[config.mk]
export PLATFORM = sky130hd
export DESIGN_NAME = cq_poster
export DESIGN_NICKNAME = d
export VERILOG_FILES = /design/src/rtl/cqp_pkg.sv /design/src/rtl/cqp_ring_ptr.sv /design/src/rtl/cqp_entry_fmt.sv /design/src/rtl/cq_poster.sv
export SDC_FILE = /design/constraint.sdc
export NUM_CORES = 1
export LEC_CHECK = 0
export ABC_CLOCK_PERIOD_IN_PS = 2960
export CAP_MARGIN = 15
export CORE_AREA = 2 2 115 117
export DETAILED_ROUTE_END_ITERATION = 6
export DIE_AREA = 0 0 117 119
export GPL_TIMING_DRIVEN = 1
export PLACE_DENSITY = 0.88
export SLEW_MARGIN = 20
export SYNTH_ARGS = -nofsm -noshare
export SYNTH_HDL_FRONTEND = slang
export SYNTH_SLANG_ARGS = --single-unit
[constraint.sdc]
create_clock -name clk -period 2.96 [get_ports clk]
set_input_delay 0.592 -clock clk [delete_from_list [all_inputs] [get_ports clk]]
set_output_delay 0.592 -clock clk [all_outputs]
set_load 0.02 [all_outputs]
[src/rtl/cqp_pkg.sv]
package cqp_pkg;

    localparam int ENTRY_BYTES = 16;
    localparam int ENTRY_SHIFT = $clog2(ENTRY_BYTES);

    typedef struct packed {
        logic [14:0] status;
        logic        phase;
        logic [15:0] cid;
        logic [15:0] sqid;
        logic [15:0] sqhd;
        logic [31:0] rsvd;
        logic [31:0] spec;
    } cq_entry_t;

endpackage

[src/rtl/cqp_ring_ptr.sv]
module cqp_ring_ptr #(
    parameter int DEPTH = 6,
    parameter int PTR_W = 3
) (
    input  logic             clk,
    input  logic             rst_n,
    input  logic             adv,
    input  logic             db_valid,
    input  logic [15:0]      db_head,
    output logic [PTR_W-1:0] tail,
    output logic             phase,
    output logic             full
);
    localparam logic [PTR_W-1:0] LAST = PTR_W'(DEPTH - 1);

    typedef struct packed {
        logic [PTR_W-1:0] tail;
        logic [PTR_W-1:0] head;
        logic             phase;
    } ring_t;

    ring_t            r_d, r_q;
    logic [PTR_W-1:0] tail_inc;

    always_comb begin
        tail_inc = (r_q.tail == LAST) ? '0 : r_q.tail + 1'b1;
        r_d      = r_q;
        if (adv) begin
            r_d.tail = tail_inc;
            if (r_q.tail == LAST) r_d.phase = ~r_q.phase;
        end
        if (db_valid && (db_head < 16'(DEPTH))) r_d.head = db_head[PTR_W-1:0];
    end

    always_ff @(posedge clk or negedge rst_n) begin
        if (!rst_n) begin
            r_q.tail  <= '0;
            r_q.head  <= '0;
            r_q.phase <= 1'b1;
        end else begin
            r_q <= r_d;
        end
    end

    assign tail  = r_q.tail;
    assign phase = r_q.phase;
    assign full  = (tail_inc == r_q.head);

    assert_wrap_flip_R4: assert property (@(posedge clk) disable iff (!rst_n)
        (adv && r_q.tail == LAST) |=> (r_q.tail == '0 && r_q.phase != $past(r_q.phase)));

    assert_step_R3: assert property (@(posedge clk) disable iff (!rst_n)
        (adv && r_q.tail != LAST) |=> (r_q.tail == $past(r_q.tail) + 1'b1 && $stable(r_q.phase)));

    assert_bad_head_R7: assert property (@(posedge clk) disable iff (!rst_n)
        (db_valid && db_head >= 16'(DEPTH)) |=> $stable(r_q.head));

    assert_idle_R9: assert property (@(posedge clk) disable iff (!rst_n)
        !adv |=> ($stable(r_q.tail) && $stable(r_q.phase)));

endmodule

[src/rtl/cqp_entry_fmt.sv]
module cqp_entry_fmt
    import cqp_pkg::*;
#(
    parameter int                ADDR_W = 48,
    parameter logic [ADDR_W-1:0] BASE   = '0,
    parameter int                PTR_W  = 3
) (
    input  logic [PTR_W-1:0]  slot,
    input  logic              phase,
    input  logic [15:0]       cid,
    input  logic [15:0]       sqid,
    input  logic [15:0]       sqhd,
    input  logic [14:0]       status,
    input  logic [31:0]       spec,
    output cq_entry_t         entry,
    output logic [ADDR_W-1:0] slot_addr
);
    always_comb begin
        entry.status = status;
        entry.phase  = phase;
        entry.cid    = cid;
        entry.sqid   = sqid;
        entry.sqhd   = sqhd;
        entry.rsvd   = '0;
        entry.spec   = spec;
        slot_addr    = BASE + (ADDR_W'(slot) << ENTRY_SHIFT);
    end
endmodule

[src/rtl/cq_poster.sv]
module cq_poster
    import cqp_pkg::*;
#(
    parameter int                DEPTH  = 6,
    parameter int                ADDR_W = 48,
    parameter logic [ADDR_W-1:0] BASE   = 48'h0000_8000_0000
) (
    input  logic              clk,
    input  logic              rst_n,
    input  logic              req_valid,
    output logic              req_ready,
    input  logic [15:0]       req_cid,
    input  logic [15:0]       req_sqid,
    input  logic [15:0]       req_sqhd,
    input  logic [14:0]       req_status,
    input  logic [31:0]       req_spec,
    input  logic              db_valid,
    input  logic [15:0]       db_head,
    output logic              wr_valid,
    input  logic              wr_ready,
    output logic [ADDR_W-1:0] wr_addr,
    output logic [127:0]      wr_data,
    output logic              q_full
);
    localparam int PTR_W = (DEPTH > 1) ? $clog2(DEPTH) : 1;

    typedef struct packed {
        logic              vld;
        logic [ADDR_W-1:0] addr;
        cq_entry_t         ent;
    } out_t;

    out_t              o_d, o_q;
    logic              accept;
    logic              full;
    logic              phase;
    logic [PTR_W-1:0]  tail;
    cq_entry_t         new_ent;
    logic [ADDR_W-1:0] new_addr;

    cqp_ring_ptr #(.DEPTH(DEPTH), .PTR_W(PTR_W)) u_ring (
        .clk      (clk),
        .rst_n    (rst_n),
        .adv      (accept),
        .db_valid (db_valid),
        .db_head  (db_head),
        .tail     (tail),
        .phase    (phase),
        .full     (full)
    );

    cqp_entry_fmt #(.ADDR_W(ADDR_W), .BASE(BASE), .PTR_W(PTR_W)) u_fmt (
        .slot      (tail),
        .phase     (phase),
        .cid       (req_cid),
        .sqid      (req_sqid),
        .sqhd      (req_sqhd),
        .status    (req_status),
        .spec      (req_spec),
        .entry     (new_ent),
        .slot_addr (new_addr)
    );

    always_comb begin
        req_ready = !full && (!o_q.vld || wr_ready);
        accept    = req_valid && req_ready;
        o_d       = o_q;
        if (wr_ready) o_d.vld = 1'b0;
        if (accept) begin
            o_d.vld  = 1'b1;
            o_d.addr = new_addr;
            o_d.ent  = new_ent;
        end
    end

    always_ff @(posedge clk or negedge rst_n) begin
        if (!rst_n) begin
            o_q <= '0;
        end else begin
            o_q <= o_d;
        end
    end

    assign wr_valid = o_q.vld;
    assign wr_addr  = o_q.addr;
    assign wr_data  = o_q.ent;
    assign q_full   = full;

    assert_full_block_R5: assert property (@(posedge clk) disable iff (!rst_n)
        q_full |-> !req_ready);

    assert_hold_R8: assert property (@(posedge clk) disable iff (!rst_n)
        (wr_valid && !wr_ready) |=> (wr_valid && $stable(wr_data) && $stable(wr_addr)));

    assert_stall_R8: assert property (@(posedge clk) disable iff (!rst_n)
        (wr_valid && !wr_ready) |-> !req_ready);

    assert_accept_R9: assert property (@(posedge clk) disable iff (!rst_n)
        (req_valid && req_ready) |=> wr_valid);

endmodule

# After elaboration in Yosys (flattened, before gate mapping)
# Cells that the tools add are included.
dict set report totals {
  regBits 152
  latch_bits 0
  mem_bits_rw 0
  mem_bits_ro 0
  wordCells 28
  n_memories 0
}
dict set report op_classes {
  n_addsub 2
  n_mul 0
  n_div 0
  order_cmp 1
  n_eq_ne 2
  shift 0
  n_mux 3
  n_bitwise 1
  reduce_logical 8
}
# cell n
set ops {}
lappend ops {{$mux W177} 1}
lappend ops {{$add A32 B7 Y33 const A} 1}
lappend ops {{$lt A16 B3 Y1 const B} 1}
lappend ops {{$add A3 B1 Y3 const B} 1}
lappend ops {{$eq A3 B3 Y1} 1}
lappend ops {{$eq A3 B3 Y1 const B} 1}
lappend ops {{$logic_and A1 B1 Y1} 3}
lappend ops {{$mux W3} 1}
lappend ops {{$logic_not A1 Y1} 2}
lappend ops {{$reduce_and A2 Y1} 1}
lappend ops {{$reduce_bool A2 Y1} 1}
lappend ops {{$logic_or A1 B1 Y1} 1}
lappend ops {{$mux W1} 1}
lappend ops {{$not A1 Y1} 1}

# Longest topological paths before layout
# Gate-level depths: netlist (run 1).
dict set report logic_depth {
  word_depth 7
  mapped_depth 8
  ltp_nobuf 5
}

# Modules after synthesis
# Synthesis (run 1) repeated with hierarchy kept, for this count alone.
dict set report hier_totals {
  cells_unflattened 589
  hier_area_um2 8375.5
}
# module n_inst cells_each area_per_inst_um2 seq_area_each_um2
set modules_own_cells {}
lappend modules_own_cells {cq_poster 1 377 6648.9 4429.2}
lappend modules_own_cells {cqp_entry_fmt 1 178 1328.8 0.0}
lappend modules_own_cells {cqp_ring_ptr 1 34 397.9 176.4}

# Worst setup path after synthesis (run 1)
# No wires, ideal clock.
dict set report synth_timing {
  kind {register to register}
  start {register, netlist name u_ring.tail[2]}
  end {register o_q, in the netlist wr_addr[4]}
  arrival_ps 1914
  required_ps 2835
  slack_ps 921
  path_stages_with_launch 9
  period_less_slack_ps 2039
  path_cell_list {dfrtp_1 -> buf_6 -> xnor2_2 -> nand4b_1 -> a32oi_2 -> nor2_1 -> buf_6 -> buf_6 -> mux2_4}
}
dict set report synth_between {
  elab_chain_len 6
  elab_cells_between_ends 7
  cone_classes {add/sub (1); eq/ne (2); mux (1); reduce/logical (3)}
}
# element line
set synth_rtl {}
lappend synth_rtl {{$add A3 B1 Y3 or $eq A3 B3 Y1 (tied branches)} cqp_ring_ptr.sv:26} ;# tail_inc = (r_q.tail == LAST) ? '0 : r_q.tail + 1'b1;
lappend synth_rtl {{$mux W3 (*)} cqp_ring_ptr.sv:26}
lappend synth_rtl {{$eq A3 B3 Y1 (*)} cqp_ring_ptr.sv:47} ;# assign full = (tail_inc == r_q.head);
lappend synth_rtl {{net q_full} cq_poster.sv:23} ;# output logic q_full
lappend synth_rtl {{$logic_not A1 Y1 (*)} cq_poster.sv:65} ;# req_ready = !full && (!o_q.vld || wr_ready);
lappend synth_rtl {{$logic_and A1 B1 Y1 (*)} cq_poster.sv:65}
lappend synth_rtl {{$logic_and A1 B1 Y1 (*)} cq_poster.sv:66} ;# accept = req_valid && req_ready;
lappend synth_rtl {{end signal, assigned} cq_poster.sv:78} ;# o_q <= '0;
lappend synth_rtl {{end signal, assigned} cq_poster.sv:80} ;# o_q <= o_d;
lappend synth_rtl {{end, declared} cq_poster.sv:33} ;# out_t o_d, o_q;
# Mark *: on every way through the listed nets, which the timed path passes. The rest lies on a longest branch.
# A chain may end at the register's enable or synchronous reset.

# Worst setup path in the final report (run 1)
dict set report layout_timing {
  start {register, netlist name u_ring.tail[2]}
  end {output port req_ready}
}
dict set report layout_between {
  elab_chain_len 5
  elab_cells_between_ends 6
  cone_classes {add/sub (1); eq/ne (2); mux (1); reduce/logical (2)}
}
# element line
set layout_rtl {}
lappend layout_rtl {{$add A3 B1 Y3 or $eq A3 B3 Y1 (tied branches)} cqp_ring_ptr.sv:26}
lappend layout_rtl {{$mux W3 (*)} cqp_ring_ptr.sv:26}
lappend layout_rtl {{$eq A3 B3 Y1 (*)} cqp_ring_ptr.sv:47}
lappend layout_rtl {{$logic_not A1 Y1 (*)} cq_poster.sv:65}
lappend layout_rtl {{$logic_and A1 B1 Y1 (*)} cq_poster.sv:65}
lappend layout_rtl {{end, declared} cq_poster.sv:11} ;# output logic req_ready,
# Every way passes the cells marked *; elsewhere a longest branch is shown, timed or not.

==> results of run 1 <==
==> logic make-up (layout without fill, tap and decap cells) <==
kind of cell           count (synthesis)  count (layout)
AO/OA/AOI/OAI                          5               5
XOR/XNOR                               3               3
buffers and inverters                 90             238
flip-flops                           108             108
multiplexers                         104             104
other                                  1              76
AND/OR/NAND/NOR                       21              21
==> worst paths after layout <==
path | from | to | depth (start not counted)
max in group asynchronous | rst_n | wr_data[127] | 2
setup / recovery | u_ring.tail[2] | req_ready | 5
hold reg to reg | wr_addr[31] | wr_addr[31] | 1
min in group clk | wr_addr[31] | wr_addr[31] | 1
setup reg to reg | u_ring.tail[2] | wr_data[97] | 6
hold / removal | rst_n | wr_data[21] | 2
==> critical path, stage by stage, from the launching register on <==
cell and delay, ns:
dfrtp_1 0.49, xnor2_2 0.21, nand4b_1 0.17, a32oi_4 0.35, nor2b_1 0.10, dlymetal6s2s_1 0.23
==> per-layer routing <==
metal,GRT usage,part of all wire,up-vias
li1,-,-,1412
met2,0.273,0.49,172
met1,0.192,0.39,1536
met3,0.0621,0.091,28
met4,0.0728,0.031,0
met5,0,0,-
==> power by group <==
| part | total [mW] | switching (mW) | internal, mW |
|---|---|---|---|
| combinational | 3.41 | 1.49 | 1.92 |
| clock | 1.11 | 0.540 | 0.570 |
| sequential | 2.44 | 0.383 | 2.06 |
| total | 6.96 | 2.41 | 4.55 |
==> state kept, by name (all words and copies together), names as in the netlist <==
name          cells
u_ring.r_q        3
u_ring.phase      1
wr_addr           4
u_ring.tail       3
wr_valid          1
wr_data          96
==> placed cells by master, fill, tap and decap left out, types with 3 or more instances in the layout <==
cell             count
clkbuf_16            9
buf_12               3
nor2b_1              4
clkdlybuf4s50_1    215
mux2_4              88
conb_1              76
mux2_2              16
dfrtp_1            107
clkinvlp_4           3
==> cell type report <==
| class | count | area (um^2) | share of cell area |
|---|---|---|---|
| Inverter | 1 | 3.75 | 0.000504 |
| Tap cell | 176 | 220 | 0.0295 |
| Sequential cell | 108 | 2700 | 0.363 |
| Timing Repair Buffer | 221 | 2240 | 0.301 |
| Clock inverter | 6 | 41.3 | 0.00554 |
| Multi-Input combinational cell | 209 | 2010 | 0.270 |
| Clock buffer | 10 | 229 | 0.0307 |
==> results.md, run 1 <==
* Skew final at 0.00390 ns
* Crit Path Category: reg2out
* R2R Setup Slk at 0.78 ns
* ANT nets after route at 0
* Tot GR Track Use at 0.166
* Number of flops mapped to enable cells by yosys at 0
* Mux contribution to synthesized area at 0.293
* Core area at 0.0129 mm^2
* CTS tree: done
* YS warnings at 0
* Setup WS post-layout at 0.473 ns
* Die height at 119 um
* Synthesized area at 0.00512 mm^2
* Arrival @ worst endpoint at 1.89 ns
* Post-synthesis simple-gate area fraction at 0.0254
* Final Cell Area at 0.00745 mm^2
* Critical Path Sink Type: output port
* Clk_lat worst skew at 0.34 ns
* Drt total wl at 11500 um
* Max-slew violation count at 0
* Placer Congestion at 0.738
* Area post-placement at 0.00717 mm^2
* I/O Buffers at 218
* Placed insts at 715
* PD cells at 934 mW/mm^2
* Synth top cells by count: 107 x dfrtp_1, 88 x mux2_4, 76 x buf_4, 16 x mux2_2, 11 x buf_6
* Share of synthesized flip-flops with an asynchronous set or reset at 1.00
* Grt ovf at 0
* Outcome: finished clean
* Final net count at 666
* 1st-iter DRT viols at 122
* CTS Root Cell: clkbuf_16
* CTS sink count at 108
* CTS H-tree depth at 3
* Worst-margin pin slew at 0.586 ns
* Die area at 0.0139 mm^2
* Leakage power at 3.35 nW
* Cts repair resizes at 0
* Worst VDD drop at 0.537 mV
* Initial Util at 0.398
* Relative slew slack at 0.609
* WL/cell at 15.7 um
* Largest family of logic cells by synthesized area: multiplexers
* Ports at 295
* First-pass GRT wire length at 17900 um
* Most common cell in the netlist: dfrtp_1
* Largest net degree at the start of global routing at 109
* Mean post-synth cell area at 15.4 um^2
* ANT cells at 0
* Synth area leader: dfrtp_1
* Synth Area in Compound Gates at 0.00782
* Setup bufs post-CTS at 0
* DR vias/cell at 4.31
* Unrepaired setup endpoints after global routing: no
* Flops & latches, synth at 108
* Die width at 117 um
* Worst-path clk slew at 0.07 ns
* Filler cells at 1034
* Row count at 42
* DP Worst Slack at 0.379 ns
* CTS buffer count at 9
* Post-Synth Adder-Cell Area at 0
* Top cells by area, synth: dfrtp_1 52%, mux2_4 26%, buf_4 11%
* Final core occ at 0.579
* Yosys cell types at 30
* Register area share after synthesis at 0.528
* MaxCap Viol Count at 0
* CTS Hold Bufs at 0
* Fmax at 0.402 GHz
* Hold Violations, Final at 0
* Finished Layout Cells at 731
* Initial antenna violation count at 0
* Dominant synthesized flop cell: dfrtp_1
* Period utilisation layout at 0.840
* Setup_tns at 0 ns
* Worst EP required at 2.37 ns
* Router iterations before antenna repair at 4
* Post-DP HPWL at 8370 um
* Yosys top cell area share at 0.523
* Synth Area in XOR/XNOR at 0.00660
* # DRC at 0
* Syn Inst Count at 332
* Fraction of layout cells with a size suffix above 1 at 0.229
* CP Launch Type: register
* Hold Slack at 0.289 ns
* # setup viols final at 0
* Area grow syn2layout at 45.6%
* Post-layout min period at 2.49 ns
* Vias in the first global route at 3430
* CTS max path bufs at 2
* Hold Path Class: in2async
* Total power at 6.96 mW
* Via count at 3148
* Critical Path Fanout Max at 9
(Power assumes the default switching activity.)
==> run 2, diff against run 1 <==
--- a/config.mk
+++ b/config.mk
@@ -5,13 +5,13 @@
 export SDC_FILE = /design/constraint.sdc
 export NUM_CORES = 1
 export LEC_CHECK = 0
-export ABC_CLOCK_PERIOD_IN_PS = 2960
+export ABC_CLOCK_PERIOD_IN_PS = 2350
 export CAP_MARGIN = 15
-export CORE_AREA = 2 2 115 117
+export CORE_AREA = 2 2 120 122
 export DETAILED_ROUTE_END_ITERATION = 6
-export DIE_AREA = 0 0 117 119
+export DIE_AREA = 0 0 122 124
 export GPL_TIMING_DRIVEN = 1
-export PLACE_DENSITY = 0.88
+export PLACE_DENSITY = 0.82
 export SLEW_MARGIN = 20
 export SYNTH_ARGS = -nofsm -noshare
 export SYNTH_HDL_FRONTEND = slang
==> constraint.sdc (replaced) <==
create_clock -name clk -period 2.35 [get_ports clk]
set_input_delay 0.47 -clock clk [delete_from_list [all_inputs] [get_ports clk]]
set_output_delay 0.47 -clock clk [all_outputs]
set_load 0.02 [all_outputs]
==> run 2 against run 1 <==
Setup slack got worse by 0.38 ns. Sequential power rose by 26%. Final cell count rose by 2.3%.
==> results.md, run 2 (synthesized netlist as in run 1, its figures left out) <==
* Placer Congestion at 0.719
* Area grow syn2layout at 48.0%
* I/O Buffers at 218
* Total power at 8.84 mW
* Hold Slack at 0.492 ns
* Fmax at 0.443 GHz
* Row count at 43
* Filler cells at 1110
* Arrival @ worst endpoint at 1.79 ns
* Initial antenna violation count at 1
* Area post-placement at 0.00727 mm^2
* Net Switching at 3.03 mW
* CP Launch Type: register
* Multi-input gate area at 0.00200 mm^2
* Final Cell Area at 0.00758 mm^2
* Commonest non-fill, non-tap cells in the layout: 215 x clkdlybuf4s50_1, 105 x dfrtp_1, 88 x mux2_4
* Switching share of power at 0.342
* 1st-iter DRT viols at 119
* Most common cell after layout, fill and taps aside: clkdlybuf4s50_1
* Ports at 295
* Die area at 0.0151 mm^2
* Critical Path Fanout Max at 5
* Setup_tns at 0 ns
* Worst EP required at 1.88 ns
* Sequential Power Share at 0.347
* Drt total wl at 11300 um
* Initial Util at 0.373
* FF+latch area at 0.00271 mm^2
* Outcome: finished clean
* Met2 routed WL at 5640 um
* Clock network power share at 0.159
* PD cells at 1170 mW/mm^2
* Comb pwr share at 0.494
* WL/cell at 15.1 um
* Via count at 3170
* Largest net degree at the start of global routing at 49
* DR vias/cell at 4.24
* Vias in the first global route at 3231
* Core area at 0.0137 mm^2
* Leakage power at 3.40 nW
* Hold Violations, Final at 0
* Max-slew violation count at 0
* Worst-path clk slew at 0.07 ns
* Wl on met1 at 4530 um
* CTS Root Cell: clkbuf_16
* Unrepaired setup endpoints after global routing: no
* Die width at 122 um
* Max reg flops at 96
* CTS sink count at 108
* Crit Path Category: reg2out
* First-pass GRT wire length at 16800 um
* Post-layout min period at 2.26 ns
* Clk_lat worst skew at 0.34 ns
* Final net count at 678
* DP Worst Slack at 0.0814 ns
* Internal power at 5.82 mW
* CTS H-tree depth at 3
* Tot GR Track Use at 0.143
* CTS max path bufs at 2
* Critical Path Sink Type: output port
* CTS buffer count at 9
* Router iterations before antenna repair at 4
* Period utilisation layout at 0.961
* # setup viols final at 0
* Fraction of layout cells with a size suffix above 1 at 0.250
* Hold Path Class: reg2reg
* Die height at 124 um
* Grt ovf at 0
* DR top layer: met4
* Setup WS post-layout at 0.0918 ns
* MaxCap Viol Count at 0
* # DRC at 0
* Post-DP HPWL at 8630 um
* CTS tree: done
* Skew final at 0.00622 ns
* ANT nets after route at 0
* Met3 WL at 984 um
* Worst VDD drop at 0.467 mV
-- run 2: worst paths after layout --
| check | startpoint | end | slack (ns) | cells past startpoint |
|---|---|---|---|---|
| worst min-delay path | wr_addr[31] | wr_addr[31] | 0.49 | 1 |
| min in group asynchronous | rst_n | wr_data[76] | 0.55 | 2 |
| max in group asynchronous | rst_n | u_ring.phase | 1.19 | 3 |
| worst max-delay path | u_ring.r_q[3] | req_ready | 0.09 | 5 |
| worst max register to register | u_ring.tail[2] | wr_data[71] | 0.12 | 9 |
| worst min register to register | wr_addr[31] | wr_addr[31] | 0.49 | 1 |
-- run 2: final cells by class --
type / instances / area share
Sequential cell: 108 / 0.357
Timing Repair Buffer: 233 / 0.312
Multi-Input combinational cell: 209 / 0.264
Clock buffer: 10 / 0.0302
Tap cell: 180 / 0.0297
Clock inverter: 6 / 0.00611
Inverter: 1 / 0.000495
Antenna cell: 1 / 0.000330
-- run 2: per-stage QoR --
stage	util	instances
final	0.552	748
after global routing	0.552	747
after CTS	0.551	745
after detailed placement	0.530	727
after global placement	0.530	727
after floorplan	-	407
-- run 2: repair_timing --
action                                 CTS  global route
hold buffers                             1             0
gates cloned                             0             0
setup buffers                            1             2
setup endpoints to repair                2             2
resized for setup                        5             3
pin swaps                                1             1
endpoints found under the hold margin    6             0
-- run 2: critical path: stages (launching register included) --
cell and delay [ns]:
dfrtp_2 0.45, xnor2_2 0.18, nand4b_1 0.13, a32oi_2 0.29, nor2b_1 0.07, dlygate4sd2_1 0.32
-- run 2: routing by layer --
metal	vias to the layer above	GRT usage
met2	174	0.244
met1	1554	0.173
li1	1433	-
met3	9	0.0426
met4	0	0.0496
met5	-	0
-- run 2: power by group through the flow --
stage	Combinational, mW	Clock [mW]	Sequential (mW)
after floorplan	1.70	0	3.87
after global placement	4.31	0	3.05
final	4.37	1.40	3.07
after detailed placement	4.39	0	3.09
after CTS	4.41	1.46	3.08
after global routing	4.59	1.54	3.16
